## src/rtl/shd_pkg.sv

```systemverilog
package shd_pkg;
   // status word layout
   localparam int unsigned ST_PRESENT_BIT = 31;
   localparam int unsigned ST_X32000_BIT  = 28;
   localparam int unsigned ST_X32768_BIT  = 27;
   localparam int unsigned ST_STALE_LSB   = 16;
   localparam int unsigned ST_FRESH_LSB   = 8;
   localparam int unsigned ST_FIELD_W     = 8;
   localparam int unsigned ST_MIN_W       = 32;
endpackage

```

## src/rtl/shd_pick.sv

```systemverilog
// Priority picker: grants one requesting register per step.
module shd_pick #(
   parameter int unsigned NREG      = 8,
   parameter bit          LOW_FIRST = 1'b1
) (
   input  logic [NREG-1:0] req,
   output logic [NREG-1:0] gnt
);
   generate
      if (LOW_FIRST) begin : g_low
         always_comb begin
            gnt = '0;
            for (int i = NREG - 1; i >= 0; i--) begin
               if (req[i]) begin
                  gnt    = '0;
                  gnt[i] = 1'b1;
               end
            end
         end
      end else begin : g_high
         always_comb begin
            gnt = '0;
            for (int i = 0; i < NREG; i++) begin
               if (req[i]) begin
                  gnt    = '0;
                  gnt[i] = 1'b1;
               end
            end
         end
      end
   endgenerate
endmodule

```

## src/rtl/shd_bus_regs.sv

```systemverilog
// Working copies on the bus side plus per-register stale flags.
module shd_bus_regs #(
   parameter int unsigned NREG = 8,
   parameter int unsigned DW   = 32,
   parameter int unsigned AW   = 4
) (
   input  logic               clk,
   input  logic               rst,
   input  logic               wr_en,
   input  logic [AW-1:0]      wr_addr,
   input  logic [DW-1:0]      wr_data,
   input  logic [NREG-1:0]    clr,
   output logic [NREG*DW-1:0] bus_q,
   output logic [NREG-1:0]    stale
);
   localparam int unsigned IDXW = (NREG > 1) ? $clog2(NREG) : 1;

   logic [NREG-1:0] hit;

   always_comb begin
      for (int i = 0; i < NREG; i++) begin
         hit[i] = wr_en && (wr_addr == AW'(i));
      end
   end

   always_ff @(posedge clk) begin
      if (rst) begin
         bus_q <= '0;
      end else begin
         for (int i = 0; i < NREG; i++) begin
            if (hit[i]) bus_q[i*DW +: DW] <= wr_data;
         end
      end
   end

   // a write in the same cycle as its clear wins: the newer data still needs a copy
   always_ff @(posedge clk) begin
      if (rst) stale <= '0;
      else     stale <= (stale & ~clr) | hit;
   end

   a_r1_write_marks: assert property (@(posedge clk) disable iff (rst)
      (wr_en && (wr_addr < AW'(NREG))) |=> stale[$past(wr_addr[IDXW-1:0])]);

   a_r3_no_clear_without_step: assert property (@(posedge clk) disable iff (rst)
      (clr == '0) |=> (($past(stale) & ~stale) == '0));

   a_r10_no_stray_update: assert property (@(posedge clk) disable iff (rst)
      (!(wr_en && (wr_addr < AW'(NREG))) && (clr == '0)) |=> ($stable(stale) && $stable(bus_q)));
endmodule

```

## src/rtl/shd_copy_engine.sv

```systemverilog
// Moves the granted register into the always-on shadow set on a slow tick.
module shd_copy_engine #(
   parameter int unsigned NREG = 8,
   parameter int unsigned DW   = 32
) (
   input  logic               clk,
   input  logic               rst,
   input  logic               slow_tick,
   input  logic [NREG-1:0]    gnt,
   input  logic [NREG*DW-1:0] bus_q,
   output logic [NREG*DW-1:0] shadow,
   output logic [NREG-1:0]    fresh,
   output logic [NREG-1:0]    clr
);
   assign clr = slow_tick ? gnt : '0;

   always_ff @(posedge clk) begin
      if (rst) begin
         shadow <= '0;
         fresh  <= '0;
      end else if (slow_tick) begin
         fresh <= gnt;
         for (int i = 0; i < NREG; i++) begin
            if (gnt[i]) shadow[i*DW +: DW] <= bus_q[i*DW +: DW];
         end
      end
   end

   a_r7_fresh_onehot: assert property (@(posedge clk) disable iff (rst)
      $onehot0(fresh));

   a_r7_fresh_holds: assert property (@(posedge clk) disable iff (rst)
      !slow_tick |=> $stable(fresh));

   a_r3_shadow_holds: assert property (@(posedge clk) disable iff (rst)
      !slow_tick |=> $stable(shadow));

   a_r2_step_marks: assert property (@(posedge clk) disable iff (rst)
      (slow_tick && (gnt != '0)) |=> (fresh != '0));
endmodule

```

## src/rtl/shd_update_seq.sv

```systemverilog
module shd_update_seq #(
   parameter int unsigned NREG      = 8,
   parameter int unsigned DW        = 32,
   parameter bit          LOW_FIRST = 1'b1,
   localparam int unsigned AW       = $clog2(NREG) + 1,
   localparam int unsigned IDXW     = (NREG > 1) ? $clog2(NREG) : 1
) (
   input  logic               clk,
   input  logic               rst,
   input  logic               slow_tick,
   input  logic               wr_en,
   input  logic [AW-1:0]      wr_addr,
   input  logic [DW-1:0]      wr_data,
   input  logic [AW-1:0]      rd_addr,
   output logic [DW-1:0]      rd_data,
   input  logic               xtal_32000,
   input  logic               xtal_32768,
   output logic [NREG*DW-1:0] shadow_q
);
   import shd_pkg::*;

   localparam logic [AW-1:0] STATUS_ADDR = AW'(NREG);

   generate
      if (NREG < 2 || NREG > ST_FIELD_W) begin : g_bad_nreg
         $error("NREG must lie in 2..8 to fit the status bitmaps");
      end
      if (DW < ST_MIN_W) begin : g_bad_dw
         $error("DW must be at least 32 to hold the status word");
      end
   endgenerate

   logic [NREG*DW-1:0] bus_q;
   logic [NREG-1:0]    stale, gnt, fresh, clr;
   logic [DW-1:0]      status;

   shd_bus_regs #(.NREG(NREG), .DW(DW), .AW(AW)) u_regs (
      .clk(clk), .rst(rst), .wr_en(wr_en), .wr_addr(wr_addr),
      .wr_data(wr_data), .clr(clr), .bus_q(bus_q), .stale(stale)
   );

   shd_pick #(.NREG(NREG), .LOW_FIRST(LOW_FIRST)) u_pick (
      .req(stale), .gnt(gnt)
   );

   shd_copy_engine #(.NREG(NREG), .DW(DW)) u_copy (
      .clk(clk), .rst(rst), .slow_tick(slow_tick), .gnt(gnt),
      .bus_q(bus_q), .shadow(shadow_q), .fresh(fresh), .clr(clr)
   );

   always_comb begin
      status                           = '0;
      status[ST_PRESENT_BIT]           = 1'b1;
      status[ST_X32000_BIT]            = xtal_32000;
      status[ST_X32768_BIT]            = xtal_32768;
      status[ST_STALE_LSB +: NREG]     = stale;
      status[ST_FRESH_LSB +: NREG]     = fresh;
   end

   always_comb begin
      if (rd_addr < STATUS_ADDR)       rd_data = bus_q[rd_addr[IDXW-1:0]*DW +: DW];
      else if (rd_addr == STATUS_ADDR) rd_data = status;
      else                             rd_data = '0;
   end

   a_r2_lowest_first: assert property (@(posedge clk) disable iff (rst)
      (slow_tick && (stale != '0) && LOW_FIRST) |->
         ((gnt != '0) && ((stale & (gnt - NREG'(1))) == '0)));

   a_r4_seconds_held: assert property (@(posedge clk) disable iff (rst)
      (stale[NREG-1] && !(slow_tick && gnt[NREG-1])) |=> stale[NREG-1]);

   a_r8_present: assert property (@(posedge clk) disable iff (rst)
      (rd_addr == STATUS_ADDR) |-> rd_data[ST_PRESENT_BIT]);
endmodule

```

## config.mk

```make
export PLATFORM = sky130hd
export DESIGN_NAME = shd_update_seq
export DESIGN_NICKNAME = d
export VERILOG_FILES = /design/src/rtl/shd_pkg.sv /design/src/rtl/shd_pick.sv /design/src/rtl/shd_bus_regs.sv /design/src/rtl/shd_copy_engine.sv /design/src/rtl/shd_update_seq.sv
export SDC_FILE = /design/constraint.sdc
export NUM_CORES = 1
export LEC_CHECK = 0
export ABC_AREA = 1
export BUFFER_PORTS_ARGS = -buffer_cell sky130_fd_sc_hd__clkbuf_2
export CELL_PAD_IN_SITES_DETAIL_PLACEMENT = 0
export CELL_PAD_IN_SITES_GLOBAL_PLACEMENT = 2
export CORE_MARGIN = 2
export CORE_UTILIZATION = 34
export CTS_CLUSTER_DIAMETER = 60
export DETAILED_ROUTE_END_ITERATION = 6
export PLACE_DENSITY_LB_ADDON = 0.3
export SLEW_MARGIN = 20
export SYNTH_ARGS = -nofsm -noshare
export SYNTH_HDL_FRONTEND = slang
export SYNTH_SLANG_ARGS = --single-unit
```

## constraint.sdc

```tcl
create_clock -name clk -period 4.6 [get_ports clk]
set_clock_uncertainty 0.05 [all_clocks]
set_input_delay 1.15 -clock clk [delete_from_list [all_inputs] [get_ports clk]]
set_output_delay 1.15 -clock clk [all_outputs]
set_load 0.03 [all_outputs]
```

==> results by group <==
Synth
  • Largest family of logic cells by synthesized area: simple AND/OR/NAND/NOR gates
  • Syn Nets: between 2,000 and 3,000
  • Post-Syn Area: roughly 0.021 sq mm
  • Post-synthesis average cell area: 7.16 sq um
  • Synthesized-area fraction occupied by adder cells: 0%
  • Post-synth cell types: 20
  • Simple-gate portion of the synthesized area: 22.5%
  • FF+latch count, synth: between 500 and 600
  • Synth Area in Compound Gates: between 10% and 20%
  • Synth warn: 0
  • Mux share of post-synthesis cell area: 0%
  • Post-Syn Instances: between 2,000 and 3,000
  • Register area share after synthesis: about half
  • Area share of xor/xnor cells in the synthesized design: 0%

Clock tree
  • Clock H-tree levels: 2
  • Post-CTS Setup Bufs: 0
  • Worst skew pair latency: 0.63 ns
  • CTS tree: built
  • Cts repair resizes: 0
  • Clock buffer depth: 3
  • CTS Buf Count: 60
  • Reg clk slew, reported paths: around 0.050 ns
  • Root buffer cell: clkbuf_16
  • CTS Sinks: 528
  • Cts hold-fix bufs: 0

Setup path
  • CP required: between 3 and 4 ns
  • Startpoint Class: input pin
  • Max incr delay on CP: 0.56 ns
  • Reg-to-reg slack, setup: approximately 2.0 ns
  • CP arrival: between 2 and 3 ns
  • Critical R2R Launch: u_regs.stale[1]$_SDFF_PP0_
  • FF-to-FF path depth: 6
  • Worst path cell trace: buf_4 -> buf_4 -> o21ai_0 -> nand2_1 -> nand3_1 -> nand3_1 -> nand2_1 -> clkbuf_2
  • Critical path class: in -> out
  • Critical path capture point type: primary output
  • Worst path slowest cell: o21ai_0
  • Crit Path Max Fanout: between 40 and 50
  • Reg2reg end: u_copy.shadow[193]$_SDFFE_PP0P_

GRT
  • Largest net degree at the start of global routing: 143
  • Initial antenna violation count: 5
  • Vias in the first global route: approximately 19,000
  • Total GRT Usage: between 20% and 30%
  • Total grt overflow: 0
  • First-pass GRT wire length: between 100,000 and 150,000 um

Finish
  • Cell Count, Final, Fillers Out: 3,969
  • Fill cells: around 6,400
  • Synthesis-to-layout area growth: 20.0%
  • Layout net count: between 3,000 and 4,000
  • Final core occ: about 41%
  • Layout cells sized above 1: between 10% and 20%

Detailed routing
  • DRT iter0 DRCs: roughly 2,100
  • Final wirelength: 88,200 um
  • DR DRC count: 0
  • Routed length per instance: ~22 um
  • DR vias: 20,313
  • DRT Pass-1 Iters: 7
  • Post-route ant nets: 0
  • Via density: just over 5

STA
  • Final hold violations: 0
  • Final setup vio count: 0
  • RSZ-0062 raised after global routing: no
  • Hold_ws: ~0.41 ns
  • Highest Clock Rate: 0.244 GHz
  • Fin crit share: between 80% and 90%
  • Setup ws final: approximately 0.50 ns
  • Count of pins over their slew limit: 0
  • Relative slew slack: 38.5%
  • Post-route setup TNS: 0 ns
  • Final min period: between 4 and 5 ns
  • Worst-Margin Slew: 0.920 ns

Placement
  • Dpl ws: 0.567 ns
  • Final RePlAce weighted congestion: between 0.9 and 1
  • Post-Place Cells: between 3,000 and 4,000
  • DP HPWL: around 63,000 um
  • Port Buf Inserts: about 330

Floorplan
  • Die H: roughly 250 um
  • Die width: around 250 um
  • Die area: roughly 0.064 sq mm
  • Core area: 0.0606 sq mm
  • Top Ports: roughly 330
  • Starting Density: between 30% and 40%
  • # rows: 90

Job
  • Max Cap Viol: 0

Hold path
  • Hold_sp: u_copy.shadow[57]$_SDFFE_PP0P_
  • Hold crit path type: reg -> reg
  • Hold Path Depth: 2
  • Sink of the worst hold path: u_copy.shadow[57]$_SDFFE_PP0P_

Status
  • Status: completed

Pwr
  • Peak VDD IR: 0.285 mV
  • Pleak: between 10 and 15 nW
  • Power per Cell Area: roughly 420 mW/mm^2
-- metrics by stage --
step	power (mW)	cell area (sq um)
2_1_floorplan	5.28	20900
6_report	10.5	25100
5_1_grt	10.8	25100
4_1_cts	10.6	25100
3_5_place_dp	5.65	23100
3_3_place_gp	5.64	23100
-- placed cells by master, fill, tap and decap left out, types with 3 or more instances in the layout --
cell / count
bufinv_16: 6
o21ai_0: 446
o21ai_1: 3
inv_2: 9
clkinv_2: 7
diode_2: 4
dfxtp_1: 528
nand3_1: 210
clkinv_1: 4
buf_12: 5
clkinv_4: 3
clkbuf_8: 11
buf_4: 36
clkbuf_2: 332
nand2_2: 3
clkbuf_1: 14
nor2_1: 522
inv_1: 218
o211ai_1: 27
clkbuf_16: 61
nand2_1: 434
a21oi_1: 289
-- registers in the layout, indices dropped and copies added, names as in the netlist --
signal / flops
u_copy.fresh: 8
u_copy.shadow: 256
u_regs.bus_q: 256
u_regs.stale: 8
-- area by class of cell --
type / count / area, sq um / area share (%)
Antenna cell: 4 / 10.0 / 0.0399
Clock buffer: 86 / 1730 / 6.89
Clock inverter: 21 / 285 / 1.14
Inverter: 232 / 878 / 3.50
Multi-Input combinational cell: 1943 / 8630 / 34.4
Sequential cell: 528 / 10600 / 42.1
Tap cell: 782 / 978 / 3.90
Timing Repair Buffer: 373 / 2030 / 8.09
-- cell families after synthesis --
logic type,count (synthesis)
AOI/OAI and AO/OA,766
buffers and inverters,451
DFF,528
and+or+nand+nor,1177
-- routing by layer --
layer / track usage (%) / up-vias / share of wire (%)
li1: - / 9888 / -
met1: 36.2 / 9563 / 43
met2: 43.5 / 706 / 46
met3: 4.31 / 154 / 7.2
met4: 10.2 / 2 / 3.8
met5: 0 / - / 0.015
-- worst max path at each step --
stage                   to        from  cells past startpoint  slack [ns]
4_1_cts        rd_data[29]  rd_addr[0]                      8        0.56
5_1_grt        rd_data[29]  rd_addr[0]                      8        0.44
3_5_place_dp   rd_data[29]  rd_addr[0]                      8        0.57
3_3_place_gp   rd_data[30]  rd_addr[0]                      8        0.57
6_report       rd_data[31]  rd_addr[0]                      8        0.50
2_1_floorplan  rd_data[24]  rd_addr[0]                      8        0.93
-- worst max-delay path: cells and delay by family --
family,cells,cell delay [ns]
buffers and inverters,3,0.67
and+or+nand+nor,4,0.49
AOI/OAI and AO/OA,1,0.56
-- synth_stat cells --
library cell | count | share of area (%)
a21oi_1 | 289 | 6.9
dfxtp_1 | 528 | 51
inv_2 | 8 | 0.14
o21ai_1 | 3 | 0.072
nand2_1 | 437 | 7.8
clkinv_1 | 4 | 0.072
buf_1 | 23 | 0.41
nor2_2 | 1 | 0.030
o211ai_1 | 27 | 0.97
nor2_4 | 1 | 0.054
inv_1 | 220 | 3.9
buf_4 | 6 | 0.22
nor3_2 | 1 | 0.048
clkbuf_1 | 164 | 2.9
buf_2 | 26 | 0.62
nand3_1 | 212 | 5.1
nor2_1 | 524 | 9.4
o21bai_1 | 1 | 0.036
nand4_1 | 1 | 0.030
o21ai_0 | 446 | 11
-- where the power goes --
part	switching (mW)	internal [mW]	total [mW]
Combinational	0.649	0.204	0.853
Clock	2.00	2.94	4.94
Sequential	0.0537	4.65	4.71
Total	2.71	7.80	10.5
(Power assumes the default switching activity.)
